--- src/rtl/psi_pkg.sv ---
package psi_pkg;
   typedef enum logic [1:0] {
      ISS_IDLE = 2'd0,
      ISS_NORM = 2'd1,
      ISS_SPEC = 2'd2
   } iss_src_e;
endpackage

--- src/rtl/psi_sext_add.sv ---
module psi_sext_add #(
   parameter int ADDR_W = 39,
   parameter int OFF_W  = 12
) (
   input  logic [ADDR_W-1:0] base,
   input  logic [OFF_W-1:0]  off,
   output logic [ADDR_W-1:0] sum
);
   localparam int EXT_W = ADDR_W - OFF_W;
   logic [ADDR_W-1:0] off_ext;

   always_comb begin
      off_ext = {{EXT_W{off[OFF_W-1]}}, off};
      sum     = base + off_ext;
   end
endmodule

--- src/rtl/psi_set_guard.sv ---
module psi_set_guard #(
   parameter int ADDR_W   = 39,
   parameter int OFF_W    = 12,
   parameter int SET_LO   = 6,
   parameter int SET_W    = 6,
   parameter int CHK_MODE = 0
) (
   input  logic [ADDR_W-1:0] base,
   input  logic [OFF_W-1:0]  off,
   input  logic [ADDR_W-1:0] sum,
   output logic              same_set
);
   localparam int SET_HI = SET_LO + SET_W - 1;

   generate
      if (CHK_MODE == 0) begin : g_exact
         // compare the index field before and after the add
         logic [OFF_W-1:0] off_unused;
         always_comb begin
            off_unused = off;
            same_set   = (sum[SET_HI:SET_LO] == base[SET_HI:SET_LO]);
         end
      end else begin : g_carry_free
         // conservative: non-negative offset within one line, no carry into index
         logic [SET_LO:0]     low_sum;
         logic [ADDR_W-1:0]   sum_unused;
         logic [ADDR_W-1:0]   base_hi_unused;
         always_comb begin
            sum_unused     = sum;
            base_hi_unused = base;
            low_sum        = {1'b0, base[SET_LO-1:0]} + {1'b0, off[SET_LO-1:0]};
            same_set       = ~off[OFF_W-1] && (off[OFF_W-1:SET_LO] == '0) && ~low_sum[SET_LO];
         end
      end
   endgenerate
endmodule

--- src/rtl/psi_issue_arb.sv ---
module psi_issue_arb
   import psi_pkg::*;
#(
   parameter int ADDR_W = 39
) (
   input  logic              s0_vld,
   input  logic [ADDR_W-1:0] norm_addr,
   input  logic              wb_vld,
   input  logic              cand_vld,
   input  logic              same_set,
   input  logic [ADDR_W-1:0] spec_addr,
   output logic              req_vld,
   output logic              req_spec,
   output logic [ADDR_W-1:0] req_addr
);
   iss_src_e src;

   always_comb begin
      if (s0_vld)                           src = ISS_NORM;
      else if (wb_vld && cand_vld && same_set) src = ISS_SPEC;
      else                                  src = ISS_IDLE;

      req_vld  = (src != ISS_IDLE);
      req_spec = (src == ISS_SPEC);
      unique case (src)
         ISS_NORM: req_addr = norm_addr;
         ISS_SPEC: req_addr = spec_addr;
         default:  req_addr = '0;
      endcase
   end
endmodule

--- src/rtl/psi_spec_track.sv ---
module psi_spec_track #(
   parameter int OFF_W = 12,
   parameter int REG_W = 5
) (
   input  logic             clk,
   input  logic             rst_n,
   input  logic             spec_issue,
   input  logic [REG_W-1:0] issue_rd,
   input  logic [OFF_W-1:0] issue_off,
   input  logic             disp_vld,
   input  logic [REG_W-1:0] disp_rs1,
   input  logic [OFF_W-1:0] disp_off,
   output logic             spec_ok,
   output logic             spec_cancel
);
   logic             pend_q;
   logic [REG_W-1:0] rd_q;
   logic [OFF_W-1:0] off_q;
   logic             match;

   always_ff @(posedge clk) begin
      if (!rst_n) begin
         pend_q <= 1'b0;
         rd_q   <= '0;
         off_q  <= '0;
      end else begin
         pend_q <= spec_issue;
         if (spec_issue) begin
            rd_q  <= issue_rd;
            off_q <= issue_off;
         end
      end
   end

   always_comb begin
      match       = disp_vld && (disp_rs1 == rd_q) && (disp_off == off_q);
      spec_ok     = pend_q && match;
      spec_cancel = pend_q && !match;
   end
endmodule

--- src/rtl/ptrchase_spec_issue.sv ---
module ptrchase_spec_issue #(
   parameter int ADDR_W   = 39,
   parameter int OFF_W    = 12,
   parameter int REG_W    = 5,
   parameter int SET_LO   = 6,
   parameter int SET_W    = 6,
   parameter int CHK_MODE = 0
) (
   input  logic              clk,
   input  logic              rst_n,
   input  logic              s0_vld,
   input  logic [ADDR_W-1:0] s0_base,
   input  logic [OFF_W-1:0]  s0_off,
   input  logic              wb_vld,
   input  logic [ADDR_W-1:0] wb_data,
   input  logic [REG_W-1:0]  wb_rd,
   input  logic              cand_vld,
   input  logic [OFF_W-1:0]  cand_off,
   input  logic              disp_vld,
   input  logic [REG_W-1:0]  disp_rs1,
   input  logic [OFF_W-1:0]  disp_off,
   output logic              req_vld,
   output logic              req_spec,
   output logic [ADDR_W-1:0] req_addr,
   output logic              spec_ok,
   output logic              spec_cancel
);
   generate
      if (OFF_W >= ADDR_W)           begin : g_bad_off  $error("OFF_W must be below ADDR_W"); end
      if (SET_LO + SET_W > ADDR_W)   begin : g_bad_set  $error("index field exceeds address"); end
      if (SET_LO < 1 || SET_W < 1)   begin : g_bad_fld  $error("index field must be non-empty"); end
      if (CHK_MODE == 1 && OFF_W <= SET_LO) begin : g_bad_mode $error("carry-free mode needs OFF_W > SET_LO"); end
      if (CHK_MODE < 0 || CHK_MODE > 1) begin : g_bad_chk $error("CHK_MODE must be 0 or 1"); end
   endgenerate

   logic [ADDR_W-1:0] norm_addr;
   logic [ADDR_W-1:0] spec_addr;
   logic              same_set;

   psi_sext_add #(.ADDR_W(ADDR_W), .OFF_W(OFF_W)) u_norm_add (
      .base(s0_base), .off(s0_off), .sum(norm_addr)
   );

   psi_sext_add #(.ADDR_W(ADDR_W), .OFF_W(OFF_W)) u_spec_add (
      .base(wb_data), .off(cand_off), .sum(spec_addr)
   );

   psi_set_guard #(
      .ADDR_W(ADDR_W), .OFF_W(OFF_W), .SET_LO(SET_LO), .SET_W(SET_W), .CHK_MODE(CHK_MODE)
   ) u_guard (
      .base(wb_data), .off(cand_off), .sum(spec_addr), .same_set(same_set)
   );

   psi_issue_arb #(.ADDR_W(ADDR_W)) u_arb (
      .s0_vld(s0_vld), .norm_addr(norm_addr),
      .wb_vld(wb_vld), .cand_vld(cand_vld), .same_set(same_set), .spec_addr(spec_addr),
      .req_vld(req_vld), .req_spec(req_spec), .req_addr(req_addr)
   );

   psi_spec_track #(.OFF_W(OFF_W), .REG_W(REG_W)) u_track (
      .clk(clk), .rst_n(rst_n),
      .spec_issue(req_spec), .issue_rd(wb_rd), .issue_off(cand_off),
      .disp_vld(disp_vld), .disp_rs1(disp_rs1), .disp_off(disp_off),
      .spec_ok(spec_ok), .spec_cancel(spec_cancel)
   );
endmodule

--- config.mk ---
export PLATFORM = sky130hd
export DESIGN_NAME = ptrchase_spec_issue
export DESIGN_NICKNAME = d
export VERILOG_FILES = /design/src/rtl/psi_pkg.sv /design/src/rtl/psi_sext_add.sv /design/src/rtl/psi_set_guard.sv /design/src/rtl/psi_issue_arb.sv /design/src/rtl/psi_spec_track.sv /design/src/rtl/ptrchase_spec_issue.sv
export SDC_FILE = /design/constraint.sdc
export NUM_CORES = 1
export LEC_CHECK = 0
export ABC_AREA = 1
export BUFFER_PORTS_ARGS = -buffer_cell sky130_fd_sc_hd__buf_2
export CAP_MARGIN = 20
export CORE_MARGIN = 3
export CORE_UTILIZATION = 45
export CTS_BUF_LIST = sky130_fd_sc_hd__clkbuf_4 sky130_fd_sc_hd__clkbuf_8
export CTS_CLUSTER_DIAMETER = 40
export CTS_CLUSTER_SIZE = 8
export DETAILED_ROUTE_END_ITERATION = 10
export PLACE_DENSITY = 0.75
export SYNTH_ARGS = -nofsm -noshare
export SYNTH_HDL_FRONTEND = slang
export SYNTH_SLANG_ARGS = --single-unit
--- constraint.sdc ---
create_clock -name clk -period 3.8 [get_ports clk]
set_clock_uncertainty 0.2 [all_clocks]
set_input_delay 0.19 -clock clk [delete_from_list [all_inputs] [get_ports clk]]
set_output_delay 0.19 -clock clk [all_outputs]
set_load 0.02 [all_outputs]
After elaboration in Yosys (flattened, before gate mapping)
Cells that the tools add are included.
{ "classes": {"add_sub_neg": 2, "n_eq_ne": 5, "n_mux": 3, "reduce_logical": 8} }
{ "ops": {"columns": ["cell", "count"], "rows": [
  ["39-bit adder", 2],
  ["39-bit one-hot mux with 2 select lines", 1],
  ["12-bit equality test", 1],
  ["6-bit equality test", 1],
  ["1-bit logical AND", 6],
  ["5-bit equality test", 1],
  ["2-bit 2-to-1 mux", 2],
  ["2-bit by 1-bit equality test with 1-bit output (second input constant)", 1],
  ["2-bit equality test (second input constant)", 1],
  ["2-bit nonzero test", 1],
  ["1-bit logical NOT", 1]
]} }
{ "word_totals": {"elab_cells": 21, "inputBits": 130, "register_bits": 18, "output_inout_bits": 43} }

Logic depth before layout (Yosys ltp)
Gate-level depths: netlist (run 1).
{ "logic_depth": {"ltp_word": 7, "depth_mapped": 17, "depth_no_buf": 17} }

Cells and area by module
A second synthesis (run 1) with hierarchy kept.
{ "hier_totals": {"cells_unflattened": 1532, "area_unflattened_um2": 7683.6} }
{ "by_module_without_submodules": {"columns": ["mod", "cells_per_inst", "seq_area_each_um2", "area_each_um2", "instances"], "rows": [
  ["psi_sext_add at u_spec_add", 592, 0.0, 2910.3, 1],
  ["psi_sext_add at u_norm_add", 592, 0.0, 2907.8, 1],
  ["psi_spec_track", 183, 360.3, 1052.3, 1],
  ["psi_issue_arb", 137, 0.0, 699.4, 1],
  ["psi_set_guard", 28, 0.0, 113.9, 1]
]} }

Worst setup path before layout (run 1)
OpenSTA, ideal clock, no wires.
{ "synth_timing": {"kind": "in2out", "from": "in wb_data[0]", "to": "out req_addr[11]", "required_ns": 3.410, "setup_slack_ns": 1.065, "stages": 14, "path_buffers": 1, "arrival_time_ns": 2.345, "path_cell_list": "ha_1 > fa_1 > nand2_1 > nand2_1 > nand3_2 > nand2_2 > nand2_1 > nand3_1 > nand3_1 > nand2_1 > nor2_4 > nand3_4 > buf_2 > o22ai_1"} }
{ "synth_between": {"elab_chain_cells": 7, "word_cells_on_any_way": 8, "classes_between": "1 x add/sub; 3 x eq/ne; 3 x mux; 1 x reduce/logical"} }
{ "synth_rtl": {"columns": ["element", "line", "source"], "rows": [
  ["start, declared", "ptrchase_spec_issue.sv:15", "input logic [ADDR_W-1:0] wb_data,"],
  ["39-bit adder *", "psi_sext_add.sv:14", "sum = base + off_ext;"],
  ["6-bit equality test", "psi_set_guard.sv:21", "same_set = (sum[SET_HI:SET_LO] == base[SET_HI:SET_LO]);"],
  ["1-bit logical AND", "psi_issue_arb.sv:20", "else if (wb_vld && cand_vld && same_set) src = ISS_SPEC;"],
  ["2-bit 2-to-1 mux", "psi_issue_arb.sv:20", null],
  ["2-bit 2-to-1 mux", "psi_issue_arb.sv:19", "if (s0_vld) src = ISS_NORM;"],
  ["2-bit equality test or 2-bit by 1-bit equality test with 1-bit output (tied branches)", "psi_issue_arb.sv:25", "unique case (src)"],
  ["39-bit one-hot mux with 2 select lines *", "psi_issue_arb.sv:25", null],
  ["end, declared", "ptrchase_spec_issue.sv:24", "output logic [ADDR_W-1:0] req_addr,"]
]} }
Every way passes the cells marked *; elsewhere a longest branch is shown, timed or not.

Final worst setup path (run 1)
{ "layout_timing": {"from": "in wb_data[0]", "to": "out req_addr[8]"} }
The elaborated chain is that of the path after synthesis.

==> run metrics, run 1 <==
CORE AREA=about 14000 um2; Ys Warns=0; critical path's most frequent cell=nand2_1; RSZ-0062 raised after global routing=false; total track usage=0.2799; flop2flop setup slack=between 2 and 3 ns; commonest cells after routing, fill and taps aside=352 x nand2_1, 172 x buf_2, 164 x inv_1; Post-Synth Adder-Cell Area=0.1533; count of cell types in the netlist=40; final worst-path setup slack=about 0.47 ns; worst vdd ir=approximately 0.10 mV; antenna violations before repair=0; nets=between 1500 and 2000; share of post-route cells with drive strength above 1=0.1438; crit-path max cell delay=0.44 ns; syn nets=approximately 1400; Fmax=0.3002 GHz; Post-CTS Hold Buffers=0; HPWL after detailed placement=between 20000 and 25000 um; Power Density=between 200 and 250 nW/um2; drt first-iter violations=between 700 and 800; Synth top area share=0.2045; Reg2Reg Depth=4; pin count of the biggest net entering global routing=37; Post-Syn Instances=~1200; commonest non-fill, non-tap cell in the layout=nand2_1; Max Cap Viol=0; Hold WC Path Type=input port to flip-flop; via count=approximately 8500; max-slew violation count=0; critical path class=input port to output pin; top cells by area, synth=nand2_1 20%, ha_1 15%, inv_1 9.5%; asr flop ratio synth=0; Max FO, Critical Path=27; drt drc=0; Die Wd=about 130 um; Final min period=3.331 ns; sequential share of the synthesized area=0.05576; WHS Path Cells=5; critical path startpoint category=input port; antenna-violating nets left=0; post-synthesis mux area share=0; Worst Tran Pin Value=0.7128 ns; worst reg2reg endpoint=u_track.off_q[9]$_SDFFE_PN0N_; IO Pins=~170; ANT cells=0; DR WL/cell=between 15 and 20 um; H-tree depth=1; Setup Viol. Count Final=0; main combinational cell family by area after synthesis=simple AND/OR/NAND/NOR gates; Post-Syn Area=around 6500 um2; Mean Syn Cell Area=roughly 5.4 um2; routability cong.=1.031; WHS Endpoint=u_track.rd_q[2]$_SDFFE_PN0N_; post-cts resize count=0; Synth Register Bits=18; gr ovfl total=0; XOR/XNOR Fraction of Synth Area=0.04976; worst slack at placement=~0.5 ns; crit path cell chain=buf_2 -> ha_1 -> fa_1 -> nand2_1 -> nand2_1 -> nand3_2 -> nand2_2 -> nand2_1 -> nand3_1 -> nand3_1 -> nand2_1 -> nor2_4 -> nand3_4 -> buf_4 -> o21ai_1 -> buf_2; first-pass GRT wire length=37300 um; Clock transition at path regs=~0.07 ns; setup repair bufs after CTS=0; clock tree sinks=18; Pre-Repair DR Iteration Count=5; setup TNS=0 ns; CTS tree=built; final worst-path cycle share=0.8766; Critical Path Slowest Stage Cell=fa_1; PortBufs=roughly 170; Main synth FF type=dfxtp_1; Compound-Gate Fraction of Synth Area=0.2186; Finished Layout Cells=approximately 1600; Slew HR=0.5241; status=complete, no violations; Starting Density=0.4620; Die Footprint=between 15000 and 20000 um2; row count=43; Post-synth EDFFs=0; reg2reg start=u_track.off_q[9]$_SDFFE_PN0N_; Leak=approximately 4.1 nW; final hold violations=0; CP Capture Type=output pin; Die H=125.8 um; average via count per standard cell=approximately 5.5; Synth Area in Simple Gates=0.4167; Critical Path AT=about 3 ns; CP required=3.41 ns; Root Driver=clkbuf_8; Placed Instances=~1500; synthesis-to-finish area growth=17.17%; CTS Buffer Depth=2; Clock Latency Late Sink=approximately 0.26 ns; number of global-route vias before repair=between 7000 and 8000; DRT Wirelength=23570 um; clock buffer count from CTS=3; most area-hungry cell type in the Yosys netlist=nand2_1; Worst Hold Launch=wb_rd[2]
worst max-delay path, delay by kind of cell:
| kind | cells | cell delay [ns] |
|---|---|---|
| buffers and inverters | 3 | 0.66 |
| adder cells (fa/ha/maj) | 2 | 0.69 |
| AO/OA/AOI/OAI | 1 | 0.18 |
| AND/OR/NAND/NOR | 10 | 1.21 |
report_power, final:
| group | internal (W) | switching, W | total, W |
|---|---|---|---|
| combinational | 0.000419 | 0.000782 | 0.00120 |
| sequential | 0.000190 | 0.000000397 | 0.000190 |
| clock | 0.0000923 | 0.0000687 | 0.000161 |
| total | 0.000701 | 0.000851 | 0.00155 |
cell usage after synthesis, types with 3 or more instances:
library cell	count
or2_2	7
nand4_1	31
nand3_1	77
xnor2_1	23
o21ai_1	30
a31oi_1	4
xor2_1	11
ha_1	76
o21bai_1	3
dfxtp_1	18
o21ai_0	72
nor3_1	16
a211oi_1	3
nand3b_1	11
o21a_1	9
a21boi_0	5
inv_1	164
o22ai_1	7
clkbuf_1	3
nand2_1	352
a21o_1	12
nor2_1	126
buf_1	4
a21oi_1	108
buf_2	7
nor4_1	4
flip-flops by register name, summed over array words and instances, names as in the netlist:
name / cells
u_track.rd_q: 5
u_track.off_q: 12
u_track.pend_q: 1
kinds of logic (layout without fill, tap and decap cells):
| family | count (synthesis) | after routing |
|---|---|---|
| buffers and inverters | 180 | 346 |
| adder cells (fa/ha/maj) | 78 | 78 |
| AND/OR/NAND/NOR | 634 | 634 |
| AO/OA/AOI/OAI | 259 | 259 |
| flip-flops | 18 | 18 |
| XOR/XNOR | 35 | 35 |
through the flow:
step | hold slack (ns) | util | power (W) | area [um2]
global route | 0.07712 | 0.5413 | 0.001688 | 7572
CTS | 0.06286 | 0.5413 | 0.001529 | 7572
floorplan | 0.2190 | - | 0.0009926 | 6462
detailed placement | 0.3128 | 0.5374 | 0.001367 | 7517
finish | 0.06105 | 0.5413 | 0.001552 | 7572
global placement | 0.3112 | 0.5374 | 0.001365 | 7517
per-layer routing:
| metal | track usage | vias to the layer above | routed length [um] |
|---|---|---|---|
| met4 | 0.05931 | 0 | 588 |
| met5 | 0 | - | 0 |
| met1 | 0.4060 | 3776 | 10900 |
| li1 | - | 4344 | - |
| met2 | 0.4512 | 354 | 10330 |
| met3 | 0.02757 | 48 | 1759 |
worst max path at each step:
stage,startpoint,endpoint,slack (ns),cells after the start
finish,wb_data[0],req_addr[8],0.47,16
CTS,wb_data[0],req_addr[8],0.51,16
global route,cand_off[0],req_addr[2],0.23,16
floorplan,wb_data[0],req_addr[11],1.06,14
global placement,wb_data[0],req_addr[2],0.59,16
detailed placement,wb_data[0],req_addr[8],0.51,16
final cells by class:
| type | count | area [um2] |
|---|---|---|
| Sequential cell | 18 | 360.3 |
| Tap cell | 180 | 225.2 |
| Fill cell | 1529 | 6416 |
| Clock buffer | 4 | 55.05 |
| Timing Repair Buffer | 176 | 890.9 |
| Inverter | 166 | 623.1 |
| Multi-Input combinational cell | 1006 | 5418 |
Note: power is estimated with default switching activity, not from simulation.
==> inputs of run 2 (changes only) <==
--- a/config.mk
+++ b/config.mk
@@ -5,7 +5,6 @@
 export SDC_FILE = /design/constraint.sdc
 export NUM_CORES = 1
 export LEC_CHECK = 0
-export ABC_AREA = 1
 export BUFFER_PORTS_ARGS = -buffer_cell sky130_fd_sc_hd__buf_2
 export CAP_MARGIN = 20
 export CORE_MARGIN = 3
@@ -14,7 +13,7 @@
 export CTS_CLUSTER_DIAMETER = 40
 export CTS_CLUSTER_SIZE = 8
 export DETAILED_ROUTE_END_ITERATION = 10
-export PLACE_DENSITY = 0.75
+export PLACE_DENSITY = 0.79
 export SYNTH_ARGS = -nofsm -noshare
 export SYNTH_HDL_FRONTEND = slang
 export SYNTH_SLANG_ARGS = --single-unit
==> constraint.sdc (replaced) <==
create_clock -name clk -period 2.9 [get_ports clk]
set_clock_uncertainty 0.2 [all_clocks]
set_input_delay 0.145 -clock clk [delete_from_list [all_inputs] [get_ports clk]]
set_output_delay 0.145 -clock clk [all_outputs]
set_load 0.01 [all_outputs]
==> run 2 against run 1 <==
Die area down 12%. Sequential power up 31%. Sequential share of layout area fell by 0.93 points. Worst hold slack got worse by 0.022 ns. Flip-flop and latch count did not move. Worst setup slack lost 1.1 ns. Via count is 2.2% lower. Core utilization up 23 points. The flow now finishes with violations (setup timing). Register-to-register slack worse by 1.2 ns. Critical endpoint is now req_addr[26].
==> run metrics, run 2 <==
final core utilization=0.7747 (was 0.5413); design area=9422 um2 (was 7572 um2); Synth Area in Simple Gates=0.1952 (was 0.4167); most area-hungry cell type in the Yosys netlist=ha_1 (was nand2_1); Synth Register Bits=18 (unchanged); Fill cells=856 (was 1529); Max Cap Viol=0 (unchanged); critical path startpoint category=input port (unchanged); Reg power frac=0.096 (was 0.122); Compound-Gate Fraction of Synth Area=0.3726 (was 0.2186); top-count cell post-synth=nand2_1 (unchanged); Placed Area=8229 um2 (was 7517 um2); sequential share of the synthesized area=0.06353 (was 0.05576); Critical Path AT=3.21 ns (was 2.94 ns); share of post-route cells with drive strength above 1=0.4404 (was 0.1438); worst reg2reg endpoint=u_track.off_q[4]$_SDFFE_PN0N_ (was u_track.off_q[9]$_SDFFE_PN0N_); drt drc=0 (unchanged); Root Driver=clkbuf_8 (unchanged); Hold WC Path Type=input port to flip-flop (unchanged); commonest non-fill, non-tap cell in the layout=buf_4 (was nand2_1); commonest cells after routing, fill and taps aside=215 x buf_4, 159 x buf_2, 91 x nand2_1 (was 352 x nand2_1, 172 x buf_2, 164 x inv_1); number of global-route vias before repair=7843 (was 7644); switching pwr=0.001210 W (was 0.0008515 W); antenna violations before repair=1 (was 0); total track usage=0.3094 (was 0.2799); Ys Warns=0 (unchanged); routability cong.=0.9926 (was 1.031); Placed Instances=1320 (was 1546); main combinational cell family by area after synthesis=compound AO/OA/AOI/OAI gates (was simple AND/OR/NAND/NOR gates); Finished Layout Cells=1351 (was 1550); Die Footprint=13990 um2 (was 15830 um2); clock buffer count from CTS=3 (unchanged); Starting Density=0.4664 (was 0.4620); antenna-violating nets left=0 (unchanged); post-synthesis mux area share=0 (unchanged); worst vdd ir=0.1772 mV (was 0.1038 mV); Setup Viol. Count Final=59 (was 0); status=complete, but fails checks (was complete, no violations); CORE AREA=12160 um2 (was 13990 um2); Cell Int Power=0.001375 W (was 0.0007008 W); Final min period=approximately 3.6 ns; syn nets=1011 (was 1412); Post-Syn Area=5672 um2 (was 6462 um2); row count=40 (was 43); XOR/XNOR Fraction of Synth Area=0.1425 (was 0.04976); Die Wd=118.3 um (was 125.8 um); Die H=118.3 um (was 125.8 um); registers with the most flip-flops=u_track.off_q (12), u_track.rd_q (5), u_track.pend_q (1) (unchanged); Post-synth EDFFs=0 (unchanged); Worst Hold Launch=cand_off[0] (was wb_rd[2]); HPWL after detailed placement=17040 um (was 20400 um); final worst-path cycle share=1.226; clock tree sinks=18 (unchanged); pin count of the biggest net entering global routing=29 (was 37); Post-Syn Instances=803 (was 1204); CTS Buffer Depth=2 (unchanged); Comb power frac=0.827 (was 0.774); DRT Wirelength=26740 um (was 23570 um); nets=1393 (was 1579); Net Sw Frac=0.4681 (was 0.5485); Reg2Reg Depth=2 (was 4); first-pass GRT wire length=36950 um (was 37300 um); Mean Syn Cell Area=7.063 um2 (was 5.367 um2); synthesis-to-finish area growth=66.12% (was 17.17%); max reg flops=12 (unchanged); top cells by area, synth=ha_1 17%, xnor2_1 8.5%, a21oi_1 7.1% (was nand2_1 20%, ha_1 15%, inv_1 9.5%); asr flop ratio synth=0 (unchanged); RSZ-0062 raised after global routing=true (was false); H-tree depth=1 (unchanged); DR WL/cell=19.79 um (was 15.21 um); Slew HR=0.6593 (was 0.5241); count of cell types in the netlist=62 (was 40); Clock Latency Late Sink=0.28 ns (was 0.26 ns); CTS tree=built (unchanged); Top reg by flops=u_track.off_q (unchanged); Main synth FF type=dfxtp_1 (unchanged); gr ovfl total=0 (unchanged); Max FO, Critical Path=5 (was 27); Post-Synth Adder-Cell Area=0.1747 (was 0.1533); Leak=4.566 nW (was 4.120 nW); IO Pins=173 (unchanged); Synth top area share=0.1677 (was 0.2045); Worst Tran Pin Value=0.4982 ns (was 0.7128 ns); ANT cells=0 (unchanged); CP required=2.56 ns (was 3.41 ns); Design Power=0.002585 W (was 0.001552 W); drt first-iter violations=753 (was 740); flop2flop setup slack=1.75 ns (was 2.95 ns); final hold violations=0 (unchanged); CP startpoint=cand_off[5] (was wb_data[0]); Clock transition at path regs=0.09 ns (was 0.07 ns); PortBufs=172 (unchanged); Power Density=274.3 nW/um2 (was 205.0 nW/um2); reg2reg start=u_track.off_q[4]$_SDFFE_PN0N_ (was u_track.off_q[9]$_SDFFE_PN0N_); clock network fraction of total power=0.076 (was 0.104); CP Capture Type=output pin (unchanged); critical path class=input port to output pin (unchanged); Pre-Repair DR Iteration Count=6 (was 5); average via count per standard cell=6.170 (was 5.498); commonest cells in the netlist=106 x nand2_1, 80 x a21oi_1, 76 x ha_1 (was 352 x nand2_1, 164 x inv_1, 126 x nor2_1); failing checks=setup timing; Fmax=between 0.2 and 0.3 GHz; Setup crit end=req_addr[26] (was req_addr[8]); via count=8335 (was 8522); max-slew violation count=0 (unchanged); final worst-path setup slack=-0.6545 ns (was 0.4688 ns)
## run 2: final cells by class
cell class | count | area [um2] | share of cell area
tap | 168 | 210.2 | 0.02231
multi-input combinational | 717 | 5797 | 0.6153
sequential | 18 | 360.3 | 0.03825
clock buffer | 3 | 41.29 | 0.004382
timing repair buffer | 410 | 2874 | 0.3050
inverter | 35 | 138.9 | 0.01474
## run 2: how the worst min path moves through the flow
stage                                          to  slack (ns)  cells past startpoint
finish              u_track.off_q[0]$_SDFFE_PN0N_        0.04                      4
floorplan           u_track.off_q[8]$_SDFFE_PN0N_        0.08                      2
global route        u_track.off_q[0]$_SDFFE_PN0N_        0.06                      4
global placement     u_track.rd_q[0]$_SDFFE_PN0N_        0.19                      3
CTS                 u_track.off_q[0]$_SDFFE_PN0N_        0.07                      2
detailed placement   u_track.rd_q[0]$_SDFFE_PN0N_        0.19                      3
## run 2: kinds of logic after synthesis
family                     after synthesis
and+or+nand+nor                        235
AOI/OAI and AO/OA                      320
xor gates and xnor gates                84
buffers and inverters                   68
DFF                                     18
adders and majority gates               78
## run 2: per-stage QoR
stage	setup TNS (ns)	hold slack, ns	setup slack [ns]
4_1_cts	-3.014	0.07080	-0.1775
3_5_place_dp	-14.96	0.1942	-0.3755
6_report	-29.25	0.03914	-0.6545
3_3_place_gp	-12.70	0.1856	-0.3691
2_1_floorplan	-0.06824	0.07983	-0.03412
5_1_grt	-34.05	0.05514	-0.7393
## run 2: power by group through the flow
| stage | registers [W] | logic (W) | clock network [W] |
|---|---|---|---|
| after floorplan | 0.000254 | 0.000989 | 0 |
| final | 0.000249 | 0.00214 | 0.000197 |
| after CTS | 0.000249 | 0.00192 | 0.000171 |
| after global placement | 0.000254 | 0.00173 | 0 |
| after detailed placement | 0.000254 | 0.00176 | 0 |
| after global routing | 0.000249 | 0.00227 | 0.000200 |
## run 2: routing by layer
layer | track usage | vias to the layer above | share of wire | wire [um]
li1 | - | 3766 | - | -
met1 | 0.3547 | 3817 | 0.36 | 9587
met2 | 0.5820 | 579 | 0.48 | 12880
met3 | 0.04211 | 171 | 0.092 | 2463
met4 | 0.1070 | 2 | 0.067 | 1799
met5 | 0 | - | 0.00060 | 16
## run 2: repair_timing
action / in CTS / in global routing
hold buffers: 10 / 0
setup endpoints to repair: 54 / 59
resized for setup: 91 / 102
hold endpoints to repair: 10 / 0
setup buffers: 3 / 14
pin swaps: 29 / 38
gates cloned: 1 / 0
## run 2: worst max-delay path, cell delays in order
cell	delay (ns)
buf_2	0.13
ha_1	0.40
nand2_1	0.26
nor4_4	0.52
o21ai_2	0.14
xnor2_2	0.22
xor2_1	0.18
nand4_1	0.14
or3_4	0.48
buf_12	0.17
o32ai_4	0.24
buf_2	0.17
==> inputs of run 3 (changes only) <==
--- a/config.mk
+++ b/config.mk
@@ -5,7 +5,6 @@
 export SDC_FILE = /design/constraint.sdc
 export NUM_CORES = 1
 export LEC_CHECK = 0
-export BUFFER_PORTS_ARGS = -buffer_cell sky130_fd_sc_hd__buf_2
 export CAP_MARGIN = 20
 export CORE_MARGIN = 3
 export CORE_UTILIZATION = 45
@@ -13,7 +12,8 @@
 export CTS_CLUSTER_DIAMETER = 40
 export CTS_CLUSTER_SIZE = 8
 export DETAILED_ROUTE_END_ITERATION = 10
-export PLACE_DENSITY = 0.79
+export DONT_BUFFER_PORTS = 1
+export PLACE_DENSITY = 0.67
 export SYNTH_ARGS = -nofsm -noshare
 export SYNTH_HDL_FRONTEND = slang
 export SYNTH_SLANG_ARGS = --single-unit
==> constraint.sdc (replaced) <==
create_clock -name clk -period 2.9 [get_ports clk]
set_clock_uncertainty 0.2 [all_clocks]
set_input_delay 0.145 -clock clk [delete_from_list [all_inputs] [get_ports clk]]
set_output_delay 0.145 -clock clk [all_outputs]
set_load 0.02 [all_outputs]
==> run 3 against run 2 <==
Non-clock buffer count decreased by 229. Clock power up 9%. First-iteration DRC count shrank 31%. Critical endpoint is now req_addr[14]. Clock-buffer cell count rose by 1. Combinational power decreased by 9.8%. Maximum frequency rose by 17%. Critical path type unchanged. Register-to-register slack better by 0.12 ns. The run still ends with setup timing left. Worst setup slack improved by 0.52 ns. Core utilization down 11 points. Final area down 14%. Largest power group unchanged.
==> run metrics, run 3 (synthesis gave the netlist of run 2 again) <==
Fmax=0.3293 GHz (was 0.2813 GHz); Leak=3.518 nW (was 4.566 nW); clock buffer count from CTS=3 (unchanged); gr ovfl total=0 (unchanged); HPWL after detailed placement=16260 um (was 17040 um); setup TNS=-1.390 ns (was -29.25 ns); PortBufs=0 (was 172); drt first-iter violations=518 (was 753); routability cong.=0.9360 (was 0.9926); Max Cap Viol=0 (unchanged); registers with the most flip-flops=u_track.off_q (12), u_track.rd_q (5), u_track.pend_q (1) (unchanged); Worst Tran Pin Value=0.5160 ns (was 0.4982 ns); synthesis-to-finish area growth=42.22% (was 66.12%); worst reg2reg endpoint=u_track.rd_q[2]$_SDFFE_PN0N_ (was u_track.off_q[4]$_SDFFE_PN0N_); Root Driver=clkbuf_8 (unchanged); number of global-route vias before repair=6786 (was 7843); worst path bufs/invs=2 (was 3); CP Capture Type=output pin (unchanged); Setup Viol. Count Final=23 (was 59); final hold violations=0 (unchanged); Reg2Reg Depth=2 (unchanged); RSZ-0062 raised after global routing=true (unchanged); CORE AREA=12160 um2 (unchanged); Starting Density=0.4664 (unchanged); commonest non-fill, non-tap cell in the layout=buf_4 (unchanged); first-pass GRT wire length=33530 um (was 36950 um); nets=1164 (was 1393); GRT busiest layer=met2 (unchanged); critical path class=input port to output pin (unchanged); Comb power frac=0.807 (was 0.827); antenna violations before repair=0 (was 1); Worst path depth=12 (unchanged); Power Density=296.4 nW/um2 (was 274.3 nW/um2); DRT Wirelength=22930 um (was 26740 um); pin count of the biggest net entering global routing=40 (was 29); CTS Buffer Depth=2 (unchanged); Critical Path AT=2.69 ns (was 3.21 ns); Final min period=3.037 ns (was 3.554 ns); CP required=2.56 ns (about the same); H-tree depth=1 (unchanged); Fill cells=1040 (was 856); crit-path max cell delay=0.51 ns (was 0.52 ns); critical path startpoint category=input port (unchanged); crit path cell chain=ha_4 -> fa_2 -> a21oi_4 -> o21ai_2 -> a21oi_2 -> xnor3_1 -> nor2_1 -> nand4_1 -> or3_4 -> buf_12 -> o22ai_2 -> buf_6 (was buf_2 -> ha_1 -> nand2_1 -> nor4_4 -> o21ai_2 -> xnor2_2 -> xor2_1 -> nand4_1 -> or3_4 -> buf_12 -> o32ai_4 -> buf_2); via count=7021 (was 8335); share of post-route cells with drive strength above 1=0.2859 (was 0.4404); CTS tree=built (unchanged); Die Wd=118.3 um (unchanged); Setup crit end=req_addr[14] (was req_addr[26]); worst vdd ir=0.2216 mV (was 0.1772 mV); design area=8066 um2 (was 9422 um2); reg2reg start=u_track.rd_q[2]$_SDFFE_PN0N_ (was u_track.off_q[4]$_SDFFE_PN0N_); Reg power frac=0.104 (was 0.096); Clock Latency Late Sink=0.25 ns (was 0.28 ns); ANT cells=0 (unchanged); CP delay by family, top=simple AND/OR/NAND/NOR gates (unchanged); Top reg by flops=u_track.off_q (unchanged); commonest cells after routing, fill and taps aside=143 x buf_4, 104 x nand2_1, 66 x ha_1 (was 215 x buf_4, 159 x buf_2, 91 x nand2_1); CP startpoint=wb_data[0] (was cand_off[5]); Cell Int Power=0.001271 W (was 0.001375 W); Placed Area=7117 um2 (was 8229 um2); status=complete, but fails checks (unchanged); drt drc=0 (unchanged); Net Sw Frac=0.4683 (was 0.4681); flop2flop setup slack=1.87 ns (was 1.75 ns); failing checks=setup timing (unchanged); final worst-path cycle share=1.047 (was 1.226); Die H=118.3 um (unchanged); met1 usage=0.3167 (was 0.3547); total track usage=0.2832 (was 0.3094); antenna-violating nets left=0 (unchanged); GRT met3 Usage=0.05167 (was 0.04211); Pre-Repair DR Iteration Count=5 (was 6); Hold WC Path Type=input port to output pin (was input port to flip-flop); met2 Use GR=0.5427 (was 0.5820); Slew HR=0.6471 (was 0.6593); average via count per standard cell=6.252 (was 6.170); Max FO, Critical Path=5 (unchanged); final worst-path setup slack=-0.1370 ns (was -0.6545 ns); switching pwr=0.001120 W (was 0.001210 W); IO Pins=173 (unchanged); max reg flops=12 (unchanged); clock network fraction of total power=0.089 (was 0.076); Critical Path Slowest Stage Cell=or3_4 (was nor4_4); clock tree sinks=18 (unchanged); DR WL/cell=20.42 um (was 19.79 um); worst slack at placement=-0.2668 ns (was -0.3755 ns); row count=40 (unchanged); max-slew violation count=0 (unchanged); Die Footprint=13990 um2 (unchanged)
[run 3: cell types whose count changed in the layout (fill, tap and decap cells not counted), moves of 4 or more]
| cell | before | now |
|---|---|---|
| buf_4 | 215 | 143 |
| buf_2 | 159 | 0 |
| a21boi_0 | 1 | 5 |
| dlygate4sd3_1 | 10 | 18 |
| nand2_4 | 6 | 0 |
| nand2_1 | 91 | 104 |
| a21boi_2 | 8 | 1 |
| nand2_2 | 9 | 2 |
| a21oi_2 | 11 | 16 |
[run 3: layer usage]
metal	wire length (um)	up-vias
met5	0	-
li1	-	3309
met3	1732	68
met2	11850	337
met4	776	0
met1	8576	3307
[run 3: how the worst min path moves through the flow]
stage / startpoint / to / slack (ns) / cells after the start
global route: s0_vld / req_addr[37] / 0.24 / 1
finish: s0_vld / req_addr[37] / 0.24 / 1
floorplan: cand_off[8] / u_track.off_q[8]$_SDFFE_PN0N_ / 0.08 / 2
detailed placement: rst_n / u_track.pend_q$_SDFF_PN0_ / 0.08 / 1
CTS: disp_vld / spec_ok / 0.25 / 2
global placement: rst_n / u_track.pend_q$_SDFF_PN0_ / 0.07 / 1
[run 3: what timing repair did]
item,4_1_cts,5_1_grt
hold buffers,18,0
hold endpoints to repair,18,0
gates resized for setup,54,50
gates cloned,1,0
pin swaps,17,18
setup buffers,10,10
endpoints found under the setup margin,39,36
[run 3: power by group through the flow]
| stage | clock network, W | registers [W] | logic [W] |
|---|---|---|---|
| after floorplan | 0 | 0.000254 | 0.00113 |
| after global placement | 0 | 0.000254 | 0.00165 |
| after detailed placement | 0 | 0.000254 | 0.00167 |
| after CTS | 0.000203 | 0.000249 | 0.00179 |
| after global routing | 0.000224 | 0.000249 | 0.00207 |
| final | 0.000214 | 0.000249 | 0.00193 |
[run 3: cell type report]
class	count	area, um2	share of cell area
multi-input cells	717	5777	0.7161
repair buffers	181	1525	0.1891
flip-flops and latches	18	360.3	0.04467
well taps	168	210.2	0.02606
inverters	35	138.9	0.01722
clock buffers	4	55.05	0.006825
[run 3: through the flow]
stage | hold WS [ns] | utilization | power (W) | cells
after CTS | 0.2539 | 0.6338 | 0.002242 | 1113
after global routing | 0.2411 | 0.6633 | 0.002538 | 1123
after detailed placement | 0.08222 | 0.5852 | 0.001922 | 1081
final | 0.2433 | 0.6633 | 0.002391 | 1123
after floorplan | 0.07983 | - | 0.001382 | 803
after global placement | 0.06883 | 0.5852 | 0.001903 | 1081
